<file path="config.mk">
export PLATFORM = sky130hd
export DESIGN_NAME = pdiv_counter
export DESIGN_NICKNAME = d
export VERILOG_FILES = /design/src/rtl/pdiv_pkg.sv /design/src/rtl/pdiv_digit.sv /design/src/rtl/pdiv_next.sv /design/src/rtl/pdiv_outreg.sv /design/src/rtl/pdiv_counter.sv
export SDC_FILE = /design/constraint.sdc
export NUM_CORES = 1
export LEC_CHECK = 0
export ABC_AREA = 1
export BUFFER_PORTS_ARGS = -buffer_cell sky130_fd_sc_hd__clkbuf_2
export CAP_MARGIN = 20
export CORE_MARGIN = 2
export CORE_UTILIZATION = 45
export DETAILED_ROUTE_END_ITERATION = 10
export GPL_TIMING_DRIVEN = 0
export PLACE_DENSITY = 0.7
export SETUP_SLACK_MARGIN = 0.1
export SLEW_MARGIN = 40
export SYNTH_ARGS = -nofsm -noshare
export SYNTH_HDL_FRONTEND = slang
export SYNTH_SLANG_ARGS = --single-unit
</file>
<file path="constraint.sdc">
create_clock -name clk -period 4.15 [get_ports clk]
set_input_delay 0.2075 -clock clk [delete_from_list [all_inputs] [get_ports clk]]
set_output_delay 0.2075 -clock clk [all_outputs]
set_load 0.01 [all_outputs]
</file>
<file path="src/rtl/pdiv_pkg.sv">
package pdiv_pkg;
   typedef enum logic {
      CNT_BIN = 1'b0,
      CNT_BCD = 1'b1
   } cnt_mode_e;

   localparam int unsigned DIGIT_W = 4;
   localparam logic [DIGIT_W-1:0] DEC_MAX = 4'd9;
endpackage

</file>
<file path="src/rtl/pdiv_digit.sv">
module pdiv_digit
   import pdiv_pkg::*;
(
   input  logic [DIGIT_W-1:0] d_in,
   input  cnt_mode_e          mode,
   input  logic               borrow_in,
   output logic [DIGIT_W-1:0] d_out,
   output logic               borrow_out
);
   always_comb begin
      d_out      = d_in;
      borrow_out = 1'b0;
      if (borrow_in) begin
         if (d_in == '0) begin
            d_out      = (mode == CNT_BCD) ? DEC_MAX : '1;
            borrow_out = 1'b1;
         end else begin
            d_out = d_in - 1'b1;
         end
      end
   end
endmodule

</file>
<file path="src/rtl/pdiv_next.sv">
module pdiv_next
   import pdiv_pkg::*;
#(
   parameter int unsigned W = 8
) (
   input  logic [W-1:0] cur,
   input  cnt_mode_e    mode,
   output logic [W-1:0] nxt
);
   localparam int unsigned NDIG = W / DIGIT_W;

   logic [NDIG:0] borrow;
   assign borrow[0] = 1'b1;

   generate
      if ((W % DIGIT_W) != 0 || W == 0) begin : g_bad_width
         $error("pdiv_next: W must be a nonzero multiple of 4");
      end
      for (genvar g = 0; g < NDIG; g++) begin : g_digit
         pdiv_digit u_digit (
            .d_in      (cur[g*DIGIT_W +: DIGIT_W]),
            .mode      (mode),
            .borrow_in (borrow[g]),
            .d_out     (nxt[g*DIGIT_W +: DIGIT_W]),
            .borrow_out(borrow[g+1])
         );
      end
   endgenerate
endmodule

</file>
<file path="src/rtl/pdiv_outreg.sv">
module pdiv_outreg (
   input  logic clk,
   input  logic rst,
   input  logic tc_n,
   output logic div_out
);
   always_ff @(posedge clk) begin
      if (rst)        div_out <= 1'b0;
      else if (!tc_n) div_out <= ~div_out;
   end

   AST_DIV_TOGGLE: assert property (@(posedge clk) disable iff (rst)
      !tc_n |=> div_out != $past(div_out));
   AST_DIV_HOLD: assert property (@(posedge clk) disable iff (rst)
      tc_n |=> $stable(div_out));
endmodule

</file>
<file path="src/rtl/pdiv_counter.sv">
module pdiv_counter
   import pdiv_pkg::*;
#(
   parameter int unsigned W = 8
) (
   input  logic         clk,
   input  logic         rst,
   input  logic         bcd_mode,
   input  logic         fb_sel,
   input  logic         load_n_ext,
   input  logic [W-1:0] div_word,
   output logic         tc_n,
   output logic [W-1:0] count_q,
   output logic         div_out
);
   localparam logic [W-1:0] ZERO = '0;

   cnt_mode_e    mode;
   logic         pe_n;
   logic [W-1:0] cnt_next;

   generate
      if (W < 4 || (W % 4) != 0) begin : g_bad_w
         $error("pdiv_counter: W must be a multiple of 4, at least 4");
      end
   endgenerate

   assign mode = cnt_mode_e'(bcd_mode);
   assign tc_n = (count_q != ZERO);
   assign pe_n = fb_sel ? tc_n : load_n_ext;

   pdiv_next #(.W(W)) u_next (
      .cur (count_q),
      .mode(mode),
      .nxt (cnt_next)
   );

   always_ff @(posedge clk) begin
      if (rst)        count_q <= div_word;
      else if (!pe_n) count_q <= div_word;
      else            count_q <= cnt_next;
   end

   pdiv_outreg u_out (
      .clk    (clk),
      .rst    (rst),
      .tc_n   (tc_n),
      .div_out(div_out)
   );

   AST_EXT_LOAD: assert property (@(posedge clk) disable iff (rst)
      (!fb_sel && !load_n_ext) |=> count_q == $past(div_word));
   AST_BIN_STEP: assert property (@(posedge clk) disable iff (rst)
      (!bcd_mode && pe_n) |=> count_q == $past(count_q) - 1'b1);
   AST_FB_RELOAD: assert property (@(posedge clk) disable iff (rst)
      (fb_sel && !tc_n) |=> count_q == $past(div_word));
   AST_BCD_UNITS: assert property (@(posedge clk) disable iff (rst)
      (bcd_mode && pe_n && count_q[3:0] == 4'd0) |=> count_q[3:0] == 4'd9);
   AST_FB_ZERO: assert property (@(posedge clk) disable iff (rst)
      (fb_sel && div_word == ZERO && !tc_n) |=> !tc_n);
endmodule

</file>
# Word level (Yosys, flattened, before mapping)
# Index checks and enable logic that the tools add are counted.
[totals] ff_bits=9 inputBits=13 output_inout_bits=10 wordCells=18
[classes] add_sub_neg=2 eq_ne=1 mux=8 bitwise=1 reduce_logical=3
[op_table] op="2-to-1 mux 8 bit" n=2
[op_table] op="2-to-1 mux 4 bit" n=3
[op_table] op="logical NOT 4 bit" n=2
[op_table] op="nonzero test 8 bit" n=1
[op_table] op="subtractor 4 x 1 -> 4 bit (second input constant)" n=2
[op_table] op="2-to-1 mux 3 bit" n=1
[op_table] op="inequality test 3 x 2 -> 1 bit (second input constant)" n=1
[op_table] op="2-to-1 mux 1 bit" n=2
[op_table] op="NOT 1 bit" n=1

# Depth between registers and ports, before layout
[depth] word_depth=5 ltp_mapped=9

# Hierarchy
# From an unflattened synthesis, not the netlist that was laid out.
[hier_totals] cells_unflattened=120 hier_area_um2=664.4
[modules_own_cells] mod="pdiv_counter" instances=1 cells_each=44 area_each_um2=330.3 seq_area_each_um2=160.2
[modules_own_cells] mod="pdiv_digit" instances=2 cells_each=34 area_each_um2=143.9 seq_area_each_um2=0.0
[modules_own_cells] mod="pdiv_outreg" instances=1 cells_each=7 area_each_um2=42.5 seq_area_each_um2=20.0
[modules_own_cells] mod="pdiv_next" instances=1 cells_each=1 area_each_um2=3.8 seq_area_each_um2=0.0

# Least setup slack after synthesis
# OpenSTA, ideal clock, no wires.
[synth_path] path_kind="register to register" startpoint="register count_q[4]" endpoint="register count_q[4] (enable)" t_arrival_ps=1371 t_required_ps=3843 slack_ps=2472 path_stages_with_launch=8 path_buffers=0 path_cell_list="edfxtp_1 > inv_1 > ha_1 > nand2_2 > nor2_4 > nand3_4 > nand2_4 > or2_1"
[synth_between] elab_chain_cells=3
[synth_rtl] item="start: declaration" line="pdiv_counter.sv:13" rtl="output logic [W-1:0] count_q,"
[synth_rtl] item="start signal: assignment" line="pdiv_counter.sv:39" rtl="if (rst) count_q <= div_word;"
[synth_rtl] item="start signal: assignment" line="pdiv_counter.sv:40" rtl="else if (!pe_n) count_q <= div_word;"
[synth_rtl] item="start signal: assignment" line="pdiv_counter.sv:41" rtl="else count_q <= cnt_next;"
[synth_rtl] item="nonzero test 8 bit" line="pdiv_counter.sv:29" rtl="assign tc_n = (count_q != ZERO);"
[synth_rtl] item="2-to-1 mux 1 bit" line="pdiv_counter.sv:30" rtl="assign pe_n = fb_sel ? tc_n : load_n_ext;"
[synth_rtl] item="inequality test 3 x 2 -> 1 bit (no line)"
# Every way passes these cells.
# A chain may end at the register's enable or synchronous reset.

# Final worst setup path
[layout_path] startpoint="register count_q[4]" endpoint="register count_q[7] (enable)"
# The elaborated chain is that of the path after synthesis.

==> impl_results.md <==
* Status: complete, no violations
* Clock insertion delay at the later pin of the skew report at 0.26 ns
* Initial DRC count at 11
* Yosys reg bits at 9
* Req. time, crit path at 4.11 ns
* Synth top area share at 19.4%
* Leakage at ~0.43 nW
* Routed len/inst at between 9 and 10 µm
* CP Class: reg2reg
* Buffers on Ports at 22
* Syn nets at between 100 and 150
* Compound-cell area share of the yosys netlist at under 10%
* Slew of the pin with the lowest slew margin at between 0.2 and 0.25 ns
* CTS H-Tree Depth at 1
* Drt via density at 4.66
* Hold Buf Count CTS at 0
* Total clock buffers created by CTS at 3
* Syn Area/Cell at between 6 and 7 µm²
* Library cells used by synthesis at 18
* Worst Setup End Kind: flip-flop
* Area contributors post-synth: edfxtp_1 (19%), dfxtp_1 (16%), nand2_1 (15%), inv_1 (10%), nand3_1 (7.3%)
* Area grow syn2layout at 25.1%
* Largest net degree at the start of global routing at 11
* Drt first pass iters at 4
* DP HPWL at 983 µm
* Fin Setup TNS at 0 ns
* # diodes at 0
* Xor-xnor portion of the synthesized cell area at 0%
* Power per cell area at around 330 nW/µm²
* Final Max Tran Viols at 0
* Crit Path Max Fanout at 10
* Synth Cell Area at ~620 µm²
* GRT Util Overall at 17.0%
* Antenna violations before repair at 0
* CTS Root Buffer Type: clkbuf_4
* Slew margin rel. at between 80% and 90%
* Final Setup Violations at 0
* Synth Area in Simple Gates at between 40 and 50%
* Hold_sp: rst
* Clock transition at the registers of the reported paths at approximately 0.070 ns
* Peak VDD IR at approximately 0.19 mV
* Final nets at about 130
* Vias at 610
* Mux cell area share after synthesis at 0%
* Sink Count at 9
* Vias in the first global route at roughly 490
* Fillcell total at about 140
* Routability cong. at around 0.7
* Pre-CTS setup slack at 2.35 ns
* Crit path DAT at about 1.8 ns
* Unrepaired setup endpoints after global routing: false
* Share of layout cells above drive strength 1 at 29.3%
* Hold crit path type: in2reg
* Number of remaining DRC errors at 0
* R2R Path Start: count_q[4]
* First-pass GRT wire length at about 1900 µm
* Longest Clk Path Bufs at 2
* Max cap viols at 0
* Startpoint type of the worst setup path: flip-flop
* Crit path from: count_q[4]
* Core area at 1300 µm²
* Dominant cell type by area after synthesis: edfxtp_1
* Grt total ovfl at 0
* Max Freq at 558 MHz
* Starting density of the core at ~48%
* Die area at around 1700 µm²
* # IOs at 23
* Period Utilization, post-route at 43.2%
* Largest family of logic cells by synthesized area: simple AND/OR/NAND/NOR gates
* Synth Instances at 90
* Min Tclk post-route at roughly 1.8 ns
* Placed cell count at ~130
* Die Ht at between 40 and 50 µm
* Register area share after synthesis at 35.6%
* Non-filler instance count after layout at ~130
* # Post-CTS Setup Buffers at 0
* Min setup slack post-route at 2.36 ns
* Final wirelength at between 1000 and 1500 µm
* Synth warn at 0
* Final ANT Viol Nets at 0
* Post-CTS sizing at 0
* FP Rows at 13
* Hold Vio Cnt, Final at 0
* Clock skew at between 0.004 and 0.005 ns
* Post-Synth Adder-Cell Area at approximately 4.0%
* CTS tree: built
* Die W at 41.1 µm
[synthesized netlist by cell type (all sizes together)]
| cell | instances |
|---|---|
| nand3 | 10 |
| a21oi | 4 |
| dfxtp | 5 |
| or2 | 1 |
| nand2 | 28 |
| nor2 | 12 |
| o21ai | 3 |
| ha | 2 |
| nand3b | 1 |
| inv | 19 |
| nand4 | 1 |
| edfxtp | 4 |
[flip-flops by register name, summed over array words and instances (netlist names)]
register and flops:
count_q 8, u_out.div_out 1
[final cells by class]
type	instances	area [µm²]	share of cell area (%)
timing repair buffer	22	110	14.2
sequential	9	220	28.4
tap	15	18.8	2.42
inverter	19	71.3	9.21
clock buffer	4	26.3	3.39
multi-input combinational	62	328	42.3
[metrics by stage]
stage	hold WS (ns)	cell area [µm²]	power, mW	util [%]
2_1_floorplan	0.277	619	0.165	-
3_3_place_gp	0.403	748	0.188	57.5
3_5_place_dp	0.423	748	0.190	57.5
4_1_cts	0.152	774	0.259	59.5
5_1_grt	0.166	774	0.275	59.5
6_report	0.154	774	0.258	59.5
[critical path: stages, from the launching register on]
cell and delay (ns):
edfxtp_1 0.38, inv_1 0.13, ha_1 0.23, nand2_2 0.09
nor2_4 0.16, nand3_4 0.15, nand2_4 0.14, or2_1 0.21
[layout by cell type, fill, tap and decap left out]
| cell type | Yosys | final |
|---|---|---|
| nand3_4 | 1 | 1 |
| clkbuf_1 | 0 | 1 |
| o21ai_0 | 2 | 2 |
| nand2_4 | 1 | 1 |
| nor2_4 | 3 | 3 |
| nand2_2 | 2 | 2 |
| clkbuf_4 | 0 | 3 |
| inv_2 | 2 | 2 |
| nor2_1 | 9 | 9 |
| dfxtp_1 | 5 | 5 |
| o21ai_1 | 1 | 1 |
| inv_1 | 17 | 17 |
| ha_1 | 2 | 2 |
| a21oi_1 | 4 | 4 |
| nand3_1 | 9 | 9 |
| nand3b_1 | 1 | 1 |
| nand2_1 | 25 | 25 |
| clkbuf_2 | 0 | 22 |
| edfxtp_1 | 4 | 4 |
| nand4_1 | 1 | 1 |
| or2_1 | 1 | 1 |
[per-layer routing]
metal | global-route usage (%) | part of all wire [%] | vias up
met2 | 30.1 | 53 | 12
met5 | 0 | 0 | -
met1 | 19.7 | 43 | 267
met4 | 7.26 | 0.90 | 0
met3 | 3.26 | 3.5 | 2
li1 | - | - | 329
[logic make-up (layout without fill, tap and decap cells)]
family,count (synthesis),count (layout)
AND/OR/NAND/NOR,53,53
flip-flops,9,9
buffers and inverters,19,45
adder cells (fa/ha/maj),2,2
AO/OA/AOI/OAI,7,7
[path summary, 6_finish.rpt]
path	end	slack (ns)	depth (start not counted)
setup / recovery	count_q[7]	2.36	7
setup reg to reg	count_q[7]	2.36	7
hold / removal	u_out.div_out	0.15	2
hold reg to reg	u_out.div_out	0.48	2
[report_power, final]
part           internal, mW  switching (mW)
registers             0.104         0.00836
logic                0.0304          0.0450
clock network        0.0370          0.0325
total                 0.172          0.0858
Power figures use the tool's default switching activity.
